$ cat src/rtl/pstate_selector.sv
module pstate_selector #(
  parameter int NUM_STATES = 7,
  parameter int IDX_W      = $clog2(NUM_STATES),
  parameter int TEMP_W     = 10,
  parameter int IVL_W      = 12,
  parameter int FREQ_W     = 8,
  parameter int FREQ_TOP   = 200,
  parameter int FREQ_STEP  = 20,
  parameter int VOLT_W     = 8,
  parameter int VOLT_TOP   = 150,
  parameter int VOLT_STEP  = 10
) (
  input  logic              clk,
  input  logic              rst_n,
  input  logic [IVL_W-1:0]  interval,
  input  logic [TEMP_W-1:0] temp_calc,
  input  logic [TEMP_W-1:0] temp_limit,
  input  logic              edc_viol,
  input  logic              tdc_viol,
  input  logic [IDX_W-1:0]  cap_idx,
  output logic              tick,
  output logic [IDX_W-1:0]  state_idx,
  output logic [FREQ_W-1:0] freq_code,
  output logic [VOLT_W-1:0] volt_code
);
  localparam logic [IDX_W-1:0]  MIN_IDX = IDX_W'(NUM_STATES - 1);
  localparam logic [FREQ_W-1:0] F_TOP   = FREQ_W'(FREQ_TOP);
  localparam logic [FREQ_W-1:0] F_STEP  = FREQ_W'(FREQ_STEP);
  localparam logic [VOLT_W-1:0] V_TOP   = VOLT_W'(VOLT_TOP);
  localparam logic [VOLT_W-1:0] V_STEP  = VOLT_W'(VOLT_STEP);

  logic [IVL_W-1:0] cnt;
  logic [IDX_W-1:0] cap_eff, nxt;
  logic             over_i, hot, cool;

  assign tick    = (cnt >= interval);
  assign cap_eff = (cap_idx > MIN_IDX) ? MIN_IDX : cap_idx;
  assign over_i  = edc_viol | tdc_viol;
  assign hot     = temp_calc > temp_limit;
  assign cool    = temp_calc < temp_limit;

  always_ff @(posedge clk or negedge rst_n)
    if (!rst_n)    cnt <= '0;
    else if (tick) cnt <= '0;
    else           cnt <= cnt + 1'b1;

  always_comb begin
    nxt = state_idx;
    if (state_idx < cap_eff)
      nxt = cap_eff;
    else if (over_i || hot)
      nxt = (state_idx == MIN_IDX) ? MIN_IDX : state_idx + 1'b1;
    else if (cool && state_idx > cap_eff)
      nxt = state_idx - 1'b1;
  end

  always_ff @(posedge clk or negedge rst_n)
    if (!rst_n)    state_idx <= MIN_IDX;
    else if (tick) state_idx <= nxt;

  assign freq_code = F_TOP - F_STEP * FREQ_W'(state_idx);
  assign volt_code = V_TOP - V_STEP * VOLT_W'(state_idx);
endmodule


$ cat config.mk
export PLATFORM = sky130hd
export DESIGN_NAME = pstate_selector
export DESIGN_NICKNAME = d
export VERILOG_FILES = /design/src/rtl/pstate_selector.sv
export SDC_FILE = /design/constraint.sdc
export NUM_CORES = 1
export LEC_CHECK = 0
export ABC_AREA = 1
export CORE_MARGIN = 1
export CORE_UTILIZATION = 50
export CTS_CLUSTER_SIZE = 12
export DETAILED_ROUTE_END_ITERATION = 16
export GPL_TIMING_DRIVEN = 0
export PLACE_DENSITY = 0.86
export SLEW_MARGIN = 20
export SYNTH_ARGS = -nofsm -noshare
export SYNTH_HDL_FRONTEND = slang
export SYNTH_SLANG_ARGS = --single-unit
$ cat constraint.sdc
create_clock -name clk -period 2.7 [get_ports clk]
set_input_delay 0.27 -clock clk [delete_from_list [all_inputs] [get_ports clk]]
set_output_delay 0.27 -clock clk [all_outputs]
set_load 0.05 [all_outputs]
==> results of run 1 <==
==> critical path: cells and delay by family (launching register included) <==
family / cells / cell delay [ps]
adder cells (fa/ha/maj): 3 / 670
flip-flops: 1 / 660
buffers and inverters: 2 / 320
AO/OA/AOI/OAI: 1 / 220
XOR/XNOR: 1 / 150
==> synthesized netlist by cell type, types with 2 or more instances <==
cell / number
a21oi_1: 11
a31oi_1: 2
buf_4: 4
dfrtp_1: 13
dfstp_2: 2
ha_1: 35
inv_1: 50
inv_2: 4
nand2_1: 48
nand2_2: 3
nand3_1: 11
nand3_2: 2
nand4_1: 4
nor2_1: 14
nor2_2: 4
nor2_4: 2
nor3_1: 2
nor3_4: 2
o21ai_0: 5
o21ai_1: 3
xnor2_1: 3
xor2_1: 7
==> cells in the final DEF, fill, tap and decap left out, types with 2 or more instances in the layout <==
cell type,count
o21ai_0,5
inv_2,4
nand2_1,48
nand2_2,3
ha_1,35
nand3_2,2
nor2_4,2
nor3_4,2
nand3_1,11
inv_1,50
a31oi_1,2
o21ai_1,3
a21oi_1,11
nand4_1,4
buf_4,4
nor2_1,14
clkdlybuf4s50_1,47
xor2_1,6
clkbuf_4,3
nor2_2,4
dfrtp_1,13
clkbuf_2,2
dfstp_2,2
nor3_1,2
dlygate4sd2_1,4
conb_1,3
xnor2_1,2
==> logic make-up (layout without fill, tap and decap cells) <==
group           after synthesis  in the layout  synth area share
flops                        15             15             0.213
other cells                   1              3           0.00211
buf+inv                      60            119             0.137
xor+xnor                     10             10            0.0493
simple gates                 95             95             0.274
fa+ha+maj                    35             35             0.246
compound gates               25             25            0.0789
==> per-layer routing <==
metal,global-route usage,vias to the layer above
met4,0.0444,0
li1,-,880
met3,0.0378,2
met5,0,-
met1,0.242,706
met2,0.376,37
==> state kept, by name, indices dropped and copies added, names as in the netlist <==
signal / flops
cnt: 12
state_idx: 3
==> power by group through the flow <==
stage | logic, mW | registers (mW) | clock network [mW]
final | 2.04 | 0.454 | 0.128
after global placement | 2.12 | 0.462 | 0
after floorplan | 1.48 | 0.500 | 0
after global routing | 2.22 | 0.476 | 0.142
after detailed placement | 2.15 | 0.461 | 0
after CTS | 2.08 | 0.456 | 0.130
==> how the worst max path moves through the flow <==
stage	endpoint	slack, ps	cells past startpoint
floorplan	freq_code[6]	10	5
finish	volt_code[6]	130	7
CTS	volt_code[6]	0.4	7
global placement	volt_code[6]	-120	7
global route	freq_code[7]	10	7
detailed placement	volt_code[6]	-110	7
==> area by class of cell <==
type / count / share of cell area
Timing Repair Buffer: 55 / 0.220
Multi-Input combinational cell: 168 / 0.488
Sequential cell: 15 / 0.156
Clock inverter: 1 / 0.00207
Buffer: 4 / 0.0124
Clock buffer: 3 / 0.00933
Inverter: 56 / 0.0881
Tap cell: 46 / 0.0238
==> timing repair <==
item | 4_1_cts | 5_1_grt
cloned | 0 | 0
gates resized for setup | 13 | 6
endpoints found under the setup margin | 8 | 4
==> stage by stage <==
step | TNS (ps) | setup WS (ps) | power (mW) | util | std cells
final | 0 | 126 | 2.63 | 0.718 | 348
after global routing | 0 | 10.8 | 2.83 | 0.718 | 348
after CTS | 0 | 0.445 | 2.67 | 0.722 | 348
after detailed placement | -166 | -111 | 2.61 | 0.716 | 344
after global placement | -116 | -116 | 2.58 | 0.716 | 344
after floorplan | 0 | 11.9 | 1.98 | - | 243
==> reports/qor.yml, run 1 <==
status: "finished clean"
cp-start-kind: "flip-flop"
synth.avg_cell_area_sq_um: 7.37
p_leak_nw: 1.30
drtPass1Iterations: 4
setup_viol: 0
via_count: 1625
swShare: 0.603
die_x_microns: 61.6
layout-drive-gt1-share: 0.126
gp_routability_congestion: 0.757
viasPerCell: 4.67
cts_setup_buffers: 0
die-area_sq_um: 3800
synthCells: 241
io_buffers: 55
grt_max_degree: 16
nFillCells: 303
final_nets: 377
async_flop_share: 1.00
antenna_found_initial: 0
power_density_nw_per_um2: 1090
yosysSeqAreaShare: 0.213
criticalPathCategory: "flip-flop to primary output"
ys_seq_elements: 15
postPlaceCellArea_sq_um: 2410
min_period_ps: 2570
drt_iter0_drc: 28
htreeDepth: 1
cts_tree: "yes"
power_frac_comb: 0.778
syn_area_sq_um: 1780
antenna_cells: 0
chipHeight_microns: 61.6
worstSetupStartpoint: "state_idx[2]$_DFFE_PN1P_"
min_period_over_period: 0.953
p_seq_frac: 0.173
holdWs_ps: 371
pin_count: 59
routed_wl_microns: 3420
internal_power_mw: 1.04
clock-sinks: 15
cts.path.max_buffers: 2
multi_input_area_sq_um: 1180
crit_arrival_ps: 2300
hold_viol_final: 0
hpwl_microns: 2960
grt_usage: 0.203
drc: 0
hold_buffers: 0
area_delta_synth_final_pct: 35.9
ys_warn_count: 0
slew_headroom: 0.573
drv_slew: 0
synth.distinct_cells: 32
ir_worst_vdd_uv: 998
tightest_slew_ps: 638
drv_cap: 0
r2r_end: "state_idx[0]$_DFFE_PN0P_"
p_clk_frac: 0.049
wire_per_inst_microns: 9.83
rows: 21
worstPathCellList: "ha_1 -> ha_1 -> inv_1 -> ha_1 -> o32ai_1 -> xnor2_2 -> buf_2"
rsz0062_at_grt: "false"
endpoint_kind: "primary output"
routed-wl-met3_microns: 107
postLayoutCellArea_sq_um: 2410
antenna_left: 0
root_buffer: "clkbuf_4"
initial_utilization: 0.528
switchingPower_mw: 1.58
wl_met1_microns: 1570
slowest_stage: "dfstp_2"
synth.largest_area_cell: "ha_1"
route.top_layer_used: "met4"
regArea_sq_um: 378
slowest_delay_ps: 660
wl_met2_microns: 1730
r2r_slack_ps: 900
grt_pass1_wl_microns: 5860
rr_startpoint: "cnt[7]$_DFF_PN0_"
crit_path_frequent_cell: "ha_1"
hp-class: "input port to asynchronous set/reset pin"
synth_edf_count: 0
crit_required_ps: 2430
synthTopCellsByArea: "ha_1 (25%), dfrtp_1 (18%), inv_1 (11%)"
worst_clock_skew_ps: 6.83
core_area_sq_um: 3360
ff2ff_path_depth: 10
insertion_delay_ps: 280
clk_pin_slew_ps: 90
synth_top_cell_area_share: 0.246
path_max_fanout: 11
grt_remaining_overflow: 0
synth-main-ff-cell: "dfrtp_1"
grt_pass1_vias: 1501
fmax_ghz: 0.388
cts_inserted_buffers: 3
(Power assumes the default switching activity.)
==> run 2, diff against run 1 <==
--- a/config.mk
+++ b/config.mk
@@ -7,11 +7,13 @@
 export LEC_CHECK = 0
 export ABC_AREA = 1
 export CORE_MARGIN = 1
-export CORE_UTILIZATION = 50
+export CORE_UTILIZATION = 51
+export CTS_BUF_LIST = sky130_fd_sc_hd__clkbuf_4 sky130_fd_sc_hd__clkbuf_8
+export CTS_CLUSTER_DIAMETER = 120
 export CTS_CLUSTER_SIZE = 12
 export DETAILED_ROUTE_END_ITERATION = 16
 export GPL_TIMING_DRIVEN = 0
-export PLACE_DENSITY = 0.86
+export PLACE_DENSITY = 0.88
 export SLEW_MARGIN = 20
 export SYNTH_ARGS = -nofsm -noshare
 export SYNTH_HDL_FRONTEND = slang
==> reports/qor.yml, run 2 (same netlist as run 1, synthesis figures left out) <==
hold_buffers: 0  # unchanged
chipHeight_microns: 61.0  # was 61.6 microns
routed_wl_microns: 3720  # was 3420 microns
rsz0062_at_grt: "false"  # unchanged
area_delta_synth_final_pct: 36.2  # was 35.9%
rows: 21  # unchanged
crit_required_ps: 2430  # about the same
largest_reg_flops: 12  # unchanged
ff2ff_path_depth: 10  # unchanged
pin_count: 59  # unchanged
insertion_delay_ps: 280  # about the same
cts_tree: "yes"  # unchanged
drtPass1Iterations: 4  # unchanged
grt_pass1_wl_microns: 6020  # was 5860 microns
endpoint: "freq_code[4]"  # was volt_code[6]
wire_per_inst_microns: 10.7  # was 9.83 microns
antenna_found_initial: 0  # unchanged
rr_startpoint: "cnt[7]$_DFF_PN0_"  # unchanged
antenna_left: 0  # unchanged
dp.cells: 344  # unchanged
worstSetupStartpoint: "state_idx[2]$_DFFE_PN1P_"  # unchanged
drc: 0  # unchanged
via_count: 1680  # was 1625
power_density_nw_per_um2: 1110  # was 1090 nW/um^2
drv_slew: 0  # unchanged
fmax_ghz: 0.391  # was 0.388 GHz
hpwl_microns: 3180  # was 2960 microns
reg.largest.list: "cnt x12, state_idx x3"  # unchanged
die-area_sq_um: 3720  # was 3800 sq um
cts_inserted_buffers: 3  # unchanged
gp_routability_congestion: 0.794  # was 0.757
r2r_end: "state_idx[0]$_DFFE_PN0P_"  # unchanged
cp-start-kind: "flip-flop"  # unchanged
slew_headroom: 0.568  # was 0.573
endpoint_kind: "primary output"  # unchanged
min_period_over_period: 0.947  # was 0.953
r2r_slack_ps: 830  # was 900 ps
hold_viol_final: 0  # unchanged
initial_utilization: 0.532  # was 0.528
grt_max_degree: 16  # unchanged
worst_clock_skew_ps: 12.0  # was 6.83 ps
min_period_ps: 2560  # was 2570 ps
setup_tns_ps: 0  # unchanged
grt_usage: 0.214  # was 0.203
viasPerCell: 4.83  # was 4.67
layout_common_cells: "inv_1 (50), nand2_1 (48), clkdlybuf4s50_1 (47)"  # unchanged
final_nets: 377  # unchanged
final_common_cell: "inv_1"  # unchanged
grt_remaining_overflow: 0  # unchanged
tightest_slew_ps: 646  # was 638 ps
antenna_cells: 0  # unchanged
core_area_sq_um: 3340  # was 3360 sq um
grt_pass1_vias: 1568  # was 1501
cts_setup_buffers: 0  # unchanged
top_register: "cnt"  # unchanged
ir_worst_vdd_uv: 894  # was 998 uV
drt_iter0_drc: 40  # was 28
io_buffers: 55  # unchanged
htreeDepth: 1  # unchanged
die_x_microns: 61.0  # was 61.6 microns
criticalPathCategory: "flip-flop to primary output"  # unchanged
layout-drive-gt1-share: 0.129  # was 0.126
drv_cap: 0  # unchanged
crit_arrival_ps: 2290  # was 2300 ps
setup_viol: 0  # unchanged
cts.path.max_buffers: 2  # unchanged
path_max_fanout: 11  # unchanged
stdcell_count: 348  # unchanged
status: "finished clean"  # unchanged
root_buffer: "clkbuf_4"  # unchanged
p_leak_nw: 1.30  # about the same
hp-class: "input port to asynchronous set/reset pin"  # unchanged
clock-sinks: 15  # unchanged
clk_pin_slew_ps: 100  # was 90 ps
p_total_mw: 2.68  # was 2.63 mW
==> run 2: cell types whose count changed in the layout (fill, tap and decap cells not counted) <==
cell             before  now
clkbuf_4              3    4
o32ai_2               0    1
clkdlybuf4s18_2       1    0
clkbuf_2              2    0
buf_2                 1    3
o32ai_1               1    0
==> run 2: what timing repair did <==
item | CTS | global route
gates resized for setup | 18 | 8
setup endpoints to repair | 8 | 4
pin swaps | 0 | 0
==> run 2: area by class of cell <==
type / instances / area, sq um
clock inverters: 1 / 5.00
repair buffers: 55 / 528
well taps: 46 / 57.6
multi-input cells: 168 / 1190
plain buffers: 4 / 30.0
flip-flops and latches: 15 / 378
fillers: 278 / 917
inverters: 56 / 213
clock buffers: 3 / 22.5
==> run 2: stage by stage <==
step	cell area [sq um]	utilization	hold WS, ps	worst slack (ps)
global placement	2410	0.721	497	-118
global route	2420	0.725	422	40.5
floorplan	1800	-	-25.6	11.9
detailed placement	2410	0.721	515	-164
CTS	2430	0.728	385	61.0
finish	2420	0.725	374	142
==> run 2: critical path, stage by stage (launching register included) <==
cell and delay [ps]:
dfstp_2 680, ha_1 350, xor2_1 170, clkdlybuf4s50_1 820
==> run 2: report_power, final <==
group	leakage, nW	total, mW	internal [mW]	switching, mW
logic	1.09	2.09	0.679	1.41
clock network	0.0177	0.127	0.0549	0.0716
registers	0.188	0.467	0.321	0.146
total	1.30	2.68	1.05	1.63
==> run 2: how the worst min path moves through the flow <==
stage                          start          endpoint  slack (ps)  cells after the start
floorplan                      rst_n  cnt[0]$_DFF_PN0_         -30                      0
global placement    cnt[0]$_DFF_PN0_  cnt[0]$_DFF_PN0_         500                      1
detailed placement  cnt[0]$_DFF_PN0_  cnt[0]$_DFF_PN0_         520                      1
CTS                            rst_n  cnt[7]$_DFF_PN0_         380                      1
global route                   rst_n  cnt[7]$_DFF_PN0_         420                      1
finish                         rst_n  cnt[4]$_DFF_PN0_         370                      1
==> run 2: metal layers <==
layer	global-route usage	vias to the layer above	wire, microns
met2	0.418	42	1970
met1	0.237	752	1560
met3	0.0252	6	132
li1	-	880	-
met4	0.0747	0	57
met5	0	-	0
